**src/rtl/nic_bank_regs.sv**
```systemverilog
module nic_bank_regs #(
  parameter logic [7:0] RXLO_RST = 8'h00,
  parameter logic [7:0] RXHI_RST = 8'h5F,
  parameter logic [7:0] TXLO_RST = 8'h60,
  parameter logic [7:0] TXHI_RST = 8'h7F,
  parameter logic [5:0] OP_FULL_RESET = 6'h0E
) (
  input  logic       clk,
  input  logic       rst_n,
  input  logic [3:0] host_addr,
  input  logic       host_wr,
  input  logic       host_rd,
  input  logic [7:0] host_wdata,
  output logic [7:0] host_rdata,
  input  logic       evt_rx_stop,
  input  logic       evt_rx,
  input  logic       evt_tx,
  input  logic       evt_exec,
  output logic [5:0] cmd_op,
  output logic       cmd_stb
);

  localparam logic [5:0] ID_LOW    = 6'b100100;
  localparam logic [7:0] ID_MASK   = 8'h2C;
  localparam logic [7:0] ID_MATCH  = 8'h24;
  localparam int         NLIM      = 4;
  localparam int         NCFG      = 3;
  localparam int         NSTA      = 6;

  logic [1:0] bank_q, id_cnt_q;
  logic [3:0] stat_q, mask_q;
  logic [5:0] op_q;
  logic       stb_q;
  logic [7:0] rdata_q, rd_mux;
  logic [7:0] lim_q [NLIM];
  logic [7:0] cfg_q [NCFG];
  logic [7:0] sta_q [NSTA];

  wire b0 = (bank_q == 2'd0);
  wire b1 = (bank_q == 2'd1);
  wire b2 = (bank_q == 2'd2);

  wire wr_cmd   = host_wr && (host_addr == 4'd0);
  wire full_rst = wr_cmd && (host_wdata[5:0] == OP_FULL_RESET);
  wire rd_id    = host_rd && b0 && (host_addr == 4'd2);

  wire is_lim = (host_addr[3:2] == 2'b10);
  wire is_cfg = (host_addr >= 4'd1) && (host_addr <= 4'd3);
  wire is_sta = (host_addr >= 4'd4) && (host_addr <= 4'd9);
  wire [1:0] cfg_idx = host_addr[1:0] - 2'd1;
  wire [2:0] sta_idx = host_addr[2:0] - 3'd4;

  wire [3:0] stat_set = {evt_exec, evt_tx, evt_rx, evt_rx_stop};
  wire [3:0] stat_clr = (host_wr && b0 && host_addr == 4'd1) ? host_wdata[3:0] : 4'd0;
  wire [7:0] id_val   = {id_cnt_q, ID_LOW};

  always_comb begin
    rd_mux = 8'd0;
    if (host_addr == 4'd0) rd_mux = {bank_q, 6'd0};
    else if (b0) begin
      case (host_addr)
        4'd1: rd_mux = {4'd0, stat_q};
        4'd2: rd_mux = id_val;
        4'd3: rd_mux = {4'd0, mask_q};
        default: rd_mux = 8'd0;
      endcase
    end
    else if (b1) begin
      if (is_lim) rd_mux = lim_q[host_addr[1:0]];
    end
    else if (b2) begin
      if (is_cfg) rd_mux = cfg_q[cfg_idx];
      else if (is_sta) rd_mux = sta_q[sta_idx];
    end
  end

  always_ff @(posedge clk or negedge rst_n) begin
    if (!rst_n) begin
      bank_q   <= 2'd0;
      id_cnt_q <= 2'd0;
      stat_q   <= 4'd0;
      mask_q   <= 4'd0;
      op_q     <= 6'd0;
      stb_q    <= 1'b0;
      rdata_q  <= 8'd0;
      lim_q[0] <= RXLO_RST;
      lim_q[1] <= RXHI_RST;
      lim_q[2] <= TXLO_RST;
      lim_q[3] <= TXHI_RST;
      for (int i = 0; i < NCFG; i++) cfg_q[i] <= 8'd0;
      for (int i = 0; i < NSTA; i++) sta_q[i] <= 8'd0;
    end else begin
      stb_q <= wr_cmd;
      if (wr_cmd) op_q <= host_wdata[5:0];
      if (host_rd) rdata_q <= rd_mux;
      if (full_rst) begin
        bank_q   <= 2'd0;
        id_cnt_q <= 2'd0;
        stat_q   <= 4'd0;
        mask_q   <= 4'd0;
        lim_q[0] <= RXLO_RST;
        lim_q[1] <= RXHI_RST;
        lim_q[2] <= TXLO_RST;
        lim_q[3] <= TXHI_RST;
        for (int i = 0; i < NCFG; i++) cfg_q[i] <= 8'd0;
        for (int i = 0; i < NSTA; i++) sta_q[i] <= 8'd0;
      end else begin
        if (wr_cmd && host_wdata[7:6] != 2'b11) bank_q <= host_wdata[7:6];
        if (rd_id) id_cnt_q <= id_cnt_q + 2'd1;
        stat_q <= (stat_q & ~stat_clr) | stat_set;
        if (host_wr && b0 && host_addr == 4'd3) mask_q <= host_wdata[3:0];
        if (host_wr && b1 && is_lim) lim_q[host_addr[1:0]] <= host_wdata;
        if (host_wr && b2 && is_cfg) cfg_q[cfg_idx] <= host_wdata;
        if (host_wr && b2 && is_sta) sta_q[sta_idx] <= host_wdata;
      end
    end
  end

  assign host_rdata = rdata_q;
  assign cmd_op     = op_q;
  assign cmd_stb    = stb_q;

  a_r2_bank_legal: assert property (@(posedge clk) disable iff (!rst_n)
    bank_q != 2'b11);

  a_r4_id_signature: assert property (@(posedge clk) disable iff (!rst_n)
    rd_id |=> ((host_rdata & ID_MASK) == ID_MATCH));

  a_r5_id_only_on_read: assert property (@(posedge clk) disable iff (!rst_n)
    (!rd_id && !full_rst) |=> $stable(id_cnt_q));

  a_r6_flags_sticky: assert property (@(posedge clk) disable iff (!rst_n)
    (!full_rst && stat_clr == 4'd0) |=> ((stat_q & $past(stat_q)) == $past(stat_q)));

  a_r7_set_wins: assert property (@(posedge clk) disable iff (!rst_n)
    (!full_rst && stat_set != 4'd0) |=> ((stat_q & $past(stat_set)) == $past(stat_set)));

  a_r11_full_reset: assert property (@(posedge clk) disable iff (!rst_n)
    full_rst |=> (bank_q == 2'd0 && stat_q == 4'd0 && mask_q == 4'd0 && id_cnt_q == 2'd0 && cmd_stb));

endmodule

```
**config.mk**
```make
export PLATFORM = sky130hd
export DESIGN_NAME = nic_bank_regs
export DESIGN_NICKNAME = d
export VERILOG_FILES = /design/src/rtl/nic_bank_regs.sv
export SDC_FILE = /design/constraint.sdc
export NUM_CORES = 1
export LEC_CHECK = 0
export ABC_AREA = 1
export BUFFER_PORTS_ARGS = -buffer_cell sky130_fd_sc_hd__buf_2
export CORE_UTILIZATION = 59
export DETAILED_ROUTE_END_ITERATION = 7
export HOLD_SLACK_MARGIN = 0.02
export PLACE_DENSITY = 0.86
export SLEW_MARGIN = 20
export SYNTH_ARGS = -nofsm -noshare
export SYNTH_HDL_FRONTEND = slang
export SYNTH_SLANG_ARGS = --single-unit
```
**constraint.sdc**
```tcl
create_clock -name clk -period 2 [get_ports clk]
set_input_delay 0.2 -clock clk [delete_from_list [all_inputs] [get_ports clk]]
set_output_delay 0.2 -clock clk [all_outputs]
set_load 0.005 [all_outputs]
```
# Word level (Yosys, flattened, before mapping)
# Index checks and enable logic that the tools add are counted.
# classes
bitwise_logic	6
eq_ne	8
add_sub_neg	3
n_lt_le_gt_ge	10
reduce_logical	26
muxes	40
# ops
op	count
8-bit two-way mux	16
48-bit two-way mux	2
32-bit two-way mux	2
48-bit bitwise mux	1
24-bit two-way mux	2
8-bit binary-select mux with 2-bit select	2
32-bit bitwise mux	1
8-bit demux with 2-bit select	2
8-bit binary-select mux with 3-bit select	1
24-bit bitwise mux	1
8-bit demux with 3-bit select	1
8-bit one-hot mux with 3 select lines	1
1-bit logical AND	18
4-bit two-way mux	4
2-bit nonzero test	6
4-bit by 2-bit == test with 1-bit output, second input constant	2
2-bit two-way mux	4
6-bit by 4-bit == test with 1-bit output, second input constant	1
3-bit >= comparator, second input constant	2
3-bit by 1-bit less-than comparator with 1-bit output, second input constant	2
2-bit inverter with 3-bit output	2
4-bit bitwise AND	1
2-bit == test, second input constant	2
4-bit by 1-bit == test with 1-bit output, second input constant	1
16 further kinds	16
# word_totals
output_inout_bits	15
in_bits	20
reg_bits	131
wordCells	113

# Logic depth before layout (Yosys ltp)
# Gate-level depths: netlist of the first run.
# depth
depth_word	11
depth_mapped	17
mapped_depth_nobuf	14

# Least setup slack after synthesis of the first run
# Ideal clock, no wire load.
# synth_timing
kind	input to register
from	input port host_addr[1]
to	register sta_q[4] in the netlist's numbering
n_path_buf	4
slack_ps	-339
setup_time_ps	134
required_time_ps	1866
arrival_time_ps	2204
cell_stages	15
cell_sequence	clkbuf_1 -> inv_1 -> buf_1 -> ha_1 -> buf_4 -> inv_2 -> nand2_1 -> nand2_1 -> nand2_2 -> inv_2 -> nor3_4 -> nand4_2 -> buf_2 -> nand3_1 -> o21ai_0
# synth_via
elab_chain_cells	9
elab_cells_between_ends	18
cone_classes	1 x add/sub; 4 x order compare; 5 x mux; 1 x bitwise; 7 x reduce/logical
# synth_rtl
element	line_no	source
start, declared	10	input logic [3:0] host_addr,
3-bit subtractor	51	wire [2:0] sta_idx = host_addr[2:0] - 3'd4;
3-bit inverter with 4-bit output (not written as such)	114	if (host_wr && b2 && is_sta) sta_q[sta_idx] <= host_wdata;
4-bit >= comparator (not written as such) / 4-bit by 1-bit less-than comparator with 1-bit output (equally long branches)	114	
1-bit logical AND (not written as such)	114	
8-bit two-way mux (not written as such)	114	
8-bit demux with 3-bit select	114	
48-bit bitwise mux	114	
48-bit two-way mux	114	
48-bit two-way mux	96	if (full_rst) begin
end signal, assigned by index	114	
end, declared	37	logic [7:0] sta_q [NSTA];
# Parallel ways exist; a longest one is shown, timed or not. The select of a mux whose other input is x is not followed.
# A chain may end at the register's enable or synchronous reset.

# Final worst setup path of the first run
# layout_timing
from	register bank_q[1]
to	register lim_q[23] in the netlist's numbering
# layout_via
elab_chain_cells	4
# layout_rtl
element	line_no	source
start, declared	30	logic [1:0] bank_q, id_cnt_q;
start signal, assigned	108	if (wr_cmd && host_wdata[7:6] != 2'b11) bank_q <= host_wdata[7:6];
2-bit by 1-bit == test with 1-bit output	40	wire b1 = (bank_q == 2'd1);
1-bit logical AND (2 in a row)	112	if (host_wr && b1 && is_lim) lim_q[host_addr[1:0]] <= host_wdata;
2-bit nonzero test (no line)	--	
end signal, assigned by index	112	
end, declared	35	logic [7:0] lim_q [NLIM];
# No other way between the ends.

==> impl_summary.txt, run 1 <==
----------------------------------------------------
[Status]
  Status ... complete, no violations

[Worst setup path]
  Critical path class ... reg2reg
  Startpoint types ... flop
  Worst EP required ... roughly 2.4 ns
  Crit Path Max Fanout ... 7
  Nature of the critical path endpoint ... flop
  CP arrival ... roughly 2.2 ns

[Synthesis]
  Library cells used by synthesis ... 35
  Synthesized instance count ... 821
  Synthesis-stage register bit count ... about 130
  Number of synthesis warnings ... 0
  Post-synthesis area per instance ... 7.84 µm²
  Part of the Yosys area used for sequential elements ... 0.512
  Total nets after synthesis ... around 850
  Total standard cell area after synthesis ... about 0.0064 mm²

[Layout]
  Layout cells sized above 1 ... 0.168
  Number of filler instances in the final layout ... between 700 and 800
  Antenna fix cells ... 0
  Non-Filler Cell Area, Final ... about 0.008 mm²
  Area growth, synth to finish ... 21.8%
  Number of nets in the layout ... 918
  Post-route non-filler standard cell count ... between 1000 and 1500

[Drt]
  Iter 0 DRT Violations ... 587
  Post-detailed-route wirelength per cell ... roughly 20 µm
  Total wirelength of the detailed-routed design ... about 21 mm
  Remaining number of nets flagged by the antenna check after routing ... 0
  Pre-antenna DRT Iters ... 5
  DRC violations left ... 0
  Via count ... approximately 6300
  Detail-routed via count per cell ... 6.07

[Power and ir drop]
  Switching fraction of total power ... 0.284
  Register share of total power ... 0.416
  Power dissipated by switching net loads ... 2.35 mW
  Combinational fraction of design power ... 0.165
  Internal Dissipation ... slightly below 6 mW
  Clock network fraction of design power ... 0.419
  Static leakage ... approximately 3.8 nW
  Areal power density over the cells ... around 1100 mW/mm²
  Worst vdd rail ir drop ... 0.803 mV

[Die]
  DIE HEIGHT ... around 110 µm
  Area of the die ... 0.0113 mm²
  Placeable core region ... approximately 0.010 mm²
  Die W ... 106 µm
  Initial standard-cell utilization of the core ... 0.615
  Site Rows ... 37
  Top Ports ... 35

[CTS]
  Maximum number of buffers from clock root to sink ... 2
  Setup Buffers After CTS ... 0
  Insertion delay of the later-clocked pin in the worst-skew pair ... 0.55 ns
  Clock root buffer master ... clkbuf_8
  Clock transition at the registers of the reported paths ... around 0.060 ns
  # clock sinks ... between 100 and 150
  TritonCTS clock tree ... yes
  H-Tree Depth ... 4
  Clock buffer count from CTS ... 17

[Timing]
  Setup repair after global routing missed its margin ... false
  Worst Slack Setup Final ... around 0.26 ns
  Clock tree skew after final layout ... 0.00782 ns
  Ratio of final minimum period to clock period ... 0.872
  Least-Margin Pin Slew ... 0.636 ns
  Aggregate negative setup slack ... 0 ns
  Max-Slew Margin vs Limit ... 0.575
  Final critical-path required period ... approximately 1.7 ns
  Worst hold margin ... approximately 0.048 ns
  Final setup violation count ... 0
  Highest clock frequency the design can meet ... roughly 0.57 GHz
  Max-slew violation count ... 0
  Final Hold Vio Count ... 0

[Global route]
  GRT Total Usage ... 0.413
  Via count of the first global-routing pass ... 6568
  Overflow left after global routing ... 0
  First-pass GRT wire length ... approximately 34 mm
  Antenna violations before repair ... 0
  Largest net degree at the start of global routing ... 45

[Placed design]
  Cell area after placement ... ~0.0071 mm²
  RePlAce Congestion ... 0.968
  Setup Slack @ Placement ... -0.109 ns
  Number of cells after detailed placement ... approximately 1000
  Total half-perimeter wirelength after legalization and detailed placement ... 14.7 mm
  Quantity of I/O buffers inserted on ports ... 34

[Hold path]
  Tightest Hold Check Type ... in2reg

[Flow run]
  Max-cap check violation count ... 0

----------------------------------------------------
-- critical path, stage by stage, from the launching register on --
cell     delay [ns]
dfrtp_1        0.42
nor2_1         0.17
nand2_1        0.09
nor2_1         0.14
inv_1          0.12
o21ai_0        0.31
inv_1          0.20
nand2_1        0.09
o21ai_0        0.09
-- sequential cells by signal, indices dropped and copies added, names as in the netlist --
name,cells
cmd_op,6
id_cnt_q,2
sta_q,48
bank_q,2
mask_q,4
cmd_stb,1
cfg_q,24
host_rdata,8
stat_q,4
lim_q,32
-- timing repair --
| item | CTS | global route |
|---|---|---|
| hold buffers | 9 | 0 |
| resized for setup | 0 | 1 |
| hold endpoints to repair | 44 | 0 |
| setup endpoints to repair | 0 | 1 |
-- cell usage after synthesis, drive strengths merged --
| cell type | count | area (µm²) |
|---|---|---|
| a21boi | 1 | 7.51 |
| nor3 | 8 | 56.3 |
| a21oi | 36 | 184 |
| a31oi | 4 | 25.0 |
| inv | 71 | 267 |
| nand3 | 61 | 305 |
| dfstp | 15 | 394 |
| o22ai | 7 | 43.8 |
| clkinv | 2 | 7.51 |
| o21ai | 133 | 673 |
| nand2 | 248 | 936 |
| clkbuf | 23 | 86.3 |
| ha | 5 | 62.6 |
| nor2 | 50 | 198 |
| o211ai | 10 | 75.1 |
| a211o | 1 | 8.76 |
| buf | 13 | 65.1 |
| nand4 | 6 | 50.0 |
| dfrtp | 116 | 2900 |
| nor4 | 1 | 6.26 |
| o311ai | 1 | 8.76 |
| o31ai | 9 | 72.6 |
-- layout by cell type, fill, tap and decap left out, types with 4 or more instances in the layout --
cell	instances
buf_2	33
a31oi_1	4
o21ai_1	5
o211ai_1	10
clkbuf_8	4
nand2_2	5
dfstp_2	15
a21oi_1	35
dfrtp_1	116
nand2_1	243
o31ai_1	8
o21ai_0	126
clkinvlp_4	4
dlygate4sd3_1	9
inv_1	66
bufinv_16	5
nand4_1	4
nor2_1	48
buf_4	44
nand3_1	58
o22ai_1	7
nor3_1	6
clkbuf_16	16
-- routing by layer --
| metal | GRT usage | vias to the layer above | part of all wire |
|---|---|---|---|
| met5 | 0 | - | 0 |
| met4 | 0.233 | 0 | 0.053 |
| met2 | 0.672 | 392 | 0.47 |
| met3 | 0.118 | 91 | 0.098 |
| li1 | - | 2859 | - |
| met1 | 0.493 | 2979 | 0.38 |
-- power by group through the flow --
stage	Sequential (mW)	Combinational [mW]	Clock, mW
6_report	3.43	1.36	3.46
5_1_grt	3.48	1.52	3.57
4_1_cts	3.43	1.33	3.46
3_5_place_dp	3.46	1.30	0
3_3_place_gp	3.44	1.25	0
2_1_floorplan	3.40	0.802	0
-- metrics by stage --
step,power (mW),utilization
floorplan,4.20,-
global placement,4.69,0.677
detailed placement,4.76,0.677
CTS,8.22,0.748
global route,8.57,0.749
finish,8.26,0.749
-- final timing paths --
path / startpoint / depth (start not counted) / slack [ns] / endpoint
setup / recovery: bank_q[1] / 8 / 0.26 / lim_q[23]
hold / removal: host_wdata[4] / 4 / 0.05 / cfg_q[4]
setup reg to reg: bank_q[1] / 8 / 0.26 / lim_q[23]
hold reg to reg: cmd_op[0] / 2 / 0.48 / cmd_op[0]
max in group asynchronous: rst_n / 3 / 1.16 / lim_q[19]
min in group asynchronous: rst_n / 2 / 0.16 / cfg_q[7]
-- logic make-up (layout without fill, tap and decap cells) --
family | count (synthesis) | count (layout) | share of synthesized area
and+or+nand+nor | 374 | 374 | 0.241
DFF | 131 | 131 | 0.512
adders and majority gates | 5 | 5 | 0.00972
buffers and inverters | 109 | 194 | 0.0661
AOI/OAI and AO/OA | 202 | 202 | 0.171
-- area by class of cell --
| class | count | area (µm²) | area share |
|---|---|---|---|
| Inverter | 73 | 287 | 0.0366 |
| Clock inverter | 12 | 203 | 0.0259 |
| Tap cell | 136 | 170 | 0.0217 |
| Timing Repair Buffer | 89 | 646 | 0.0824 |
| Sequential cell | 131 | 3300 | 0.421 |
| Clock buffer | 20 | 455 | 0.0581 |
| Multi-Input combinational cell | 581 | 2780 | 0.355 |
No activity file was read; power rests on OpenSTA's default activity.
==> run 2, diff against run 1 <==
--- a/config.mk
+++ b/config.mk
@@ -6,10 +6,12 @@
 export NUM_CORES = 1
 export LEC_CHECK = 0
 export ABC_AREA = 1
+export ABC_CLOCK_PERIOD_IN_PS = 2000
 export BUFFER_PORTS_ARGS = -buffer_cell sky130_fd_sc_hd__buf_2
+export CORE_ASPECT_RATIO = 0.5
 export CORE_UTILIZATION = 59
 export DETAILED_ROUTE_END_ITERATION = 7
-export HOLD_SLACK_MARGIN = 0.02
+export HOLD_SLACK_MARGIN = 0.06
 export PLACE_DENSITY = 0.86
 export SLEW_MARGIN = 20
 export SYNTH_ARGS = -nofsm -noshare
==> run 2 against run 1 <==
  * Flip-flop and latch count unchanged
  * Clock skew increased by 0.0014 ns
  * Fmax decreased by 6.7%
  * Clock power decreased by 3%
  * Critical path depth decreased by 3
  * Count of clock-buffer cells in the layout decreased by 2
  * Critical path type unchanged
  * Critical endpoint is now mask_q[1]
  * Largest cell class unchanged
  * Largest power group is now registers
==> impl_summary.txt, run 2 (synthesized netlist as in run 1, its figures left out) <==
----------------------------------------------------
[Status]
  Status ... complete, no violations (unchanged)

[Drt]
  Iter 0 DRT Violations ... 843 (was 587)
  Met3 routed WL ... 2.81 mm (was 2.10 mm)
  Detail Route met2 WL ... 9.52 mm (was 10.1 mm)
  Highest metal layer with signal wires ... met4 (unchanged)
  Pre-antenna DRT Iters ... 6 (was 5)
  Total wirelength of the detailed-routed design ... 21.3 mm (about the same)
  Via count ... 6543 (was 6321)
  Metal1 wirelength ... 8.36 mm (was 8.03 mm)
  Post-detailed-route wirelength per cell ... 20.4 µm (was 20.5 µm)
  DRC violations left ... 0 (unchanged)
  Detail-routed via count per cell ... 6.27 (was 6.07)
  Remaining number of nets flagged by the antenna check after routing ... 0 (unchanged)

[CTS]
  Clock transition at the registers of the reported paths ... 0.06 ns (about the same)
  Clock buffer count from CTS ... 17 (unchanged)
  TritonCTS clock tree ... yes (unchanged)
  Maximum number of buffers from clock root to sink ... 2 (unchanged)
  # clock sinks ... 131 (unchanged)
  H-Tree Depth ... 4 (unchanged)
  Insertion delay of the later-clocked pin in the worst-skew pair ... 0.43 ns (was 0.55 ns)
  Clock root buffer master ... clkbuf_16 (was clkbuf_8)
  Setup Buffers After CTS ... 0 (unchanged)

[Power and ir drop]
  Areal power density over the cells ... 1050 mW/mm² (about the same)
  Clock network fraction of design power ... 0.412 (was 0.419)
  Static leakage ... 3.77 nW (was 3.78 nW)
  Worst vdd rail ir drop ... 0.549 mV (was 0.803 mV)
  Combinational fraction of design power ... 0.165 (about the same)
  Power dissipated by switching net loads ... 2.42 mW (was 2.35 mW)
  Switching fraction of total power ... 0.295 (was 0.284)
  Register share of total power ... 0.423 (was 0.416)
  Internal Dissipation ... 5.76 mW (was 5.91 mW)

[Timing]
  Aggregate negative setup slack ... 0 ns (unchanged)
  Final setup violation count ... 0 (unchanged)
  Final Hold Vio Count ... 0 (unchanged)
  Highest clock frequency the design can meet ... 0.535 GHz (was 0.573 GHz)
  Setup repair after global routing missed its margin ... false (unchanged)
  Worst hold margin ... 0.129 ns (was 0.0479 ns)
  Least-Margin Pin Slew ... 0.697 ns (was 0.636 ns)
  Final critical-path required period ... 1.87 ns (was 1.74 ns)
  Clock tree skew after final layout ... 0.00923 ns (was 0.00782 ns)
  Ratio of final minimum period to clock period ... 0.935 (was 0.872)
  Max-slew violation count ... 0 (unchanged)
  Max-Slew Margin vs Limit ... 0.536 (was 0.575)

[Worst setup path]
  Buf+Inv Stages, Crit Path ... 1 (was 2)
  Startpoint types ... flop (unchanged)
  Worst EP required ... 2.34 ns (was 2.43 ns)
  CP arrival ... 2.21 ns (was 2.17 ns)
  Setup slack, reg-to-reg ... 0.13 ns (was 0.26 ns)
  Worst reg2reg path startpoint ... bank_q[1] (unchanged)
  Critical path class ... reg2reg (unchanged)
  Family of cells with the greatest summed delay on the critical path ... compound AO/OA/AOI/OAI gates (was simple AND/OR/NAND/NOR gates)
  Worst r2r path cells ... 5 (was 8)
  Nature of the critical path endpoint ... flop (unchanged)
  Crit Path Max Fanout ... 12 (was 7)
  Destination of the worst register-to-register timing path ... mask_q[1] (was lim_q[23])
  Crit-path cells ... nor2_1 > inv_1 > o31ai_2 > nand3_1 > o21ai_0 (was nor2_1 > nand2_1 > nor2_1 > inv_1 > o21ai_0 > inv_1 > nand2_1 > o21ai_0)
  Slowest stage cell on the critical path ... o31ai_2 (was dfrtp_1)
  Max stage delay on crit path ... 0.51 ns (was 0.42 ns)

[Layout]
  Final core occ ... 0.749 (about the same)
  Largest reg by FF count ... sta_q (unchanged)
  Layout cells sized above 1 ... 0.170 (was 0.168)
  Most common library cell in the layout ignoring fill and taps ... nand2_1 (unchanged)
  Largest registers ranked by flip-flop count ... sta_q x48, lim_q x32, cfg_q x24 (unchanged)
  Max reg flops ... 48 (unchanged)
  Most frequent cells in the layout ... nand2_1 (243), o21ai_0 (126), dfrtp_1 (116) (unchanged)
  Area of all sequential standard cells ... 0.00330 mm² (unchanged)
  Number of filler instances in the final layout ... 756 (was 778)
  Area growth, synth to finish ... 21.1% (was 21.8%)
  Multi-input gate area in the final layout ... 0.00278 mm² (about the same)
  Number of nets in the layout ... 916 (was 918)
  Antenna fix cells ... 0 (unchanged)

[Die]
  DIE HEIGHT ... 75.8 µm (was 106 µm)
  Site Rows ... 26 (was 37)
  Top Ports ... 35 (unchanged)
  Placeable core region ... 0.0104 mm² (was 0.0105 mm²)
  Die W ... 150 µm (was 106 µm)
  Area of the die ... 0.0114 mm² (was 0.0113 mm²)
  Initial standard-cell utilization of the core ... 0.618 (was 0.615)

[Global route]
  GRT Total Usage ... 0.396 (was 0.413)
  Via count of the first global-routing pass ... 6150 (was 6568)
  Antenna violations before repair ... 0 (unchanged)
  First-pass GRT wire length ... 32.9 mm (was 34.3 mm)
  Overflow left after global routing ... 0 (unchanged)
  Largest net degree at the start of global routing ... 75 (was 45)

[Placed design]
  RePlAce Congestion ... 1.03 (was 0.968)
  Total half-perimeter wirelength after legalization and detailed placement ... 14.2 mm (was 14.7 mm)
  Quantity of I/O buffers inserted on ports ... 34 (unchanged)

[Hold path]
  Tightest Hold Check Type ... in2reg (unchanged)
  Hold path startpoint ... host_wdata[6] (was host_wdata[4])
  Worst hold stages ... 3 (was 4)
  Endpoint, Worst Hold ... lim_q[6] (was cfg_q[4])

[Flow run]
  Max-cap check violation count ... 0 (unchanged)

----------------------------------------------------
[run 2: cell types whose count changed in the layout (fill, tap and decap cells not counted), moves of 3 or more]
cell / change
clkinvlp_4: -4
dlygate4sd3_1: -3
clkinv_4: +3
clkbuf_8: -4
inv_6: +3
[run 2: routing by layer]
layer / up-vias / GRT usage
li1: 2849 / -
met1: 3118 / 0.516
met2: 485 / 0.639
met3: 91 / 0.116
met4: 0 / 0.152
met5: - / 0
[run 2: how the worst max path moves through the flow]
| stage | startpoint | end | slack, ns | cells after the start |
|---|---|---|---|---|
| after floorplan | host_addr[1] | sta_q[4] | -0.01 | 15 |
| after global placement | host_addr[1] | sta_q[36] | 0.08 | 13 |
| after detailed placement | host_addr[0] | lim_q[30] | -0.08 | 9 |
| after CTS | bank_q[0] | lim_q[30] | 0.05 | 7 |
| after global routing | bank_q[0] | sta_q[39] | 0.02 | 7 |
| final | bank_q[1] | mask_q[1] | 0.13 | 5 |
[run 2: power by group through the flow]
stage	Clock (mW)	Combinational (mW)	Sequential (mW)
after floorplan	0	0.802	3.40
after global placement	0	1.23	3.46
after detailed placement	0	1.28	3.48
after CTS	3.34	1.32	3.44
after global routing	3.47	1.50	3.51
final	3.37	1.35	3.46
[run 2: through the flow]
stage / setup slack [ns] / instance area [µm²] / total power, mW / instances
finish: 0.131 / 7790 / 8.18 / 1044
global route: 0.0196 / 7790 / 8.48 / 1044
global placement: 0.0794 / 7090 / 4.68 / 1006
floorplan: -0.0127 / 6580 / 4.20 / 821
detailed placement: -0.0763 / 7090 / 4.75 / 1006
CTS: 0.0486 / 7780 / 8.10 / 1044
[run 2: worst min-delay path, delay by kind of cell]
family	cells	cell delay [ns]
buf+inv	1	0.16
compound gates	1	0.08
simple gates	1	0.10
[run 2: final cells by class]
class | instances | area share
clock inverters | 14 | 0.0257
inverters | 73 | 0.0368
clock buffers | 18 | 0.0551
flip-flops and latches | 131 | 0.423
multi-input cells | 581 | 0.357
well taps | 140 | 0.0225
repair buffers | 87 | 0.0799
[run 2: timing repair]
| action | in CTS | in global routing |
|---|---|---|
| hold buffers | 6 | 0 |
| gates resized for setup | 0 | 3 |
| hold endpoints to repair | 121 | 0 |
| setup endpoints to repair | 0 | 10 |
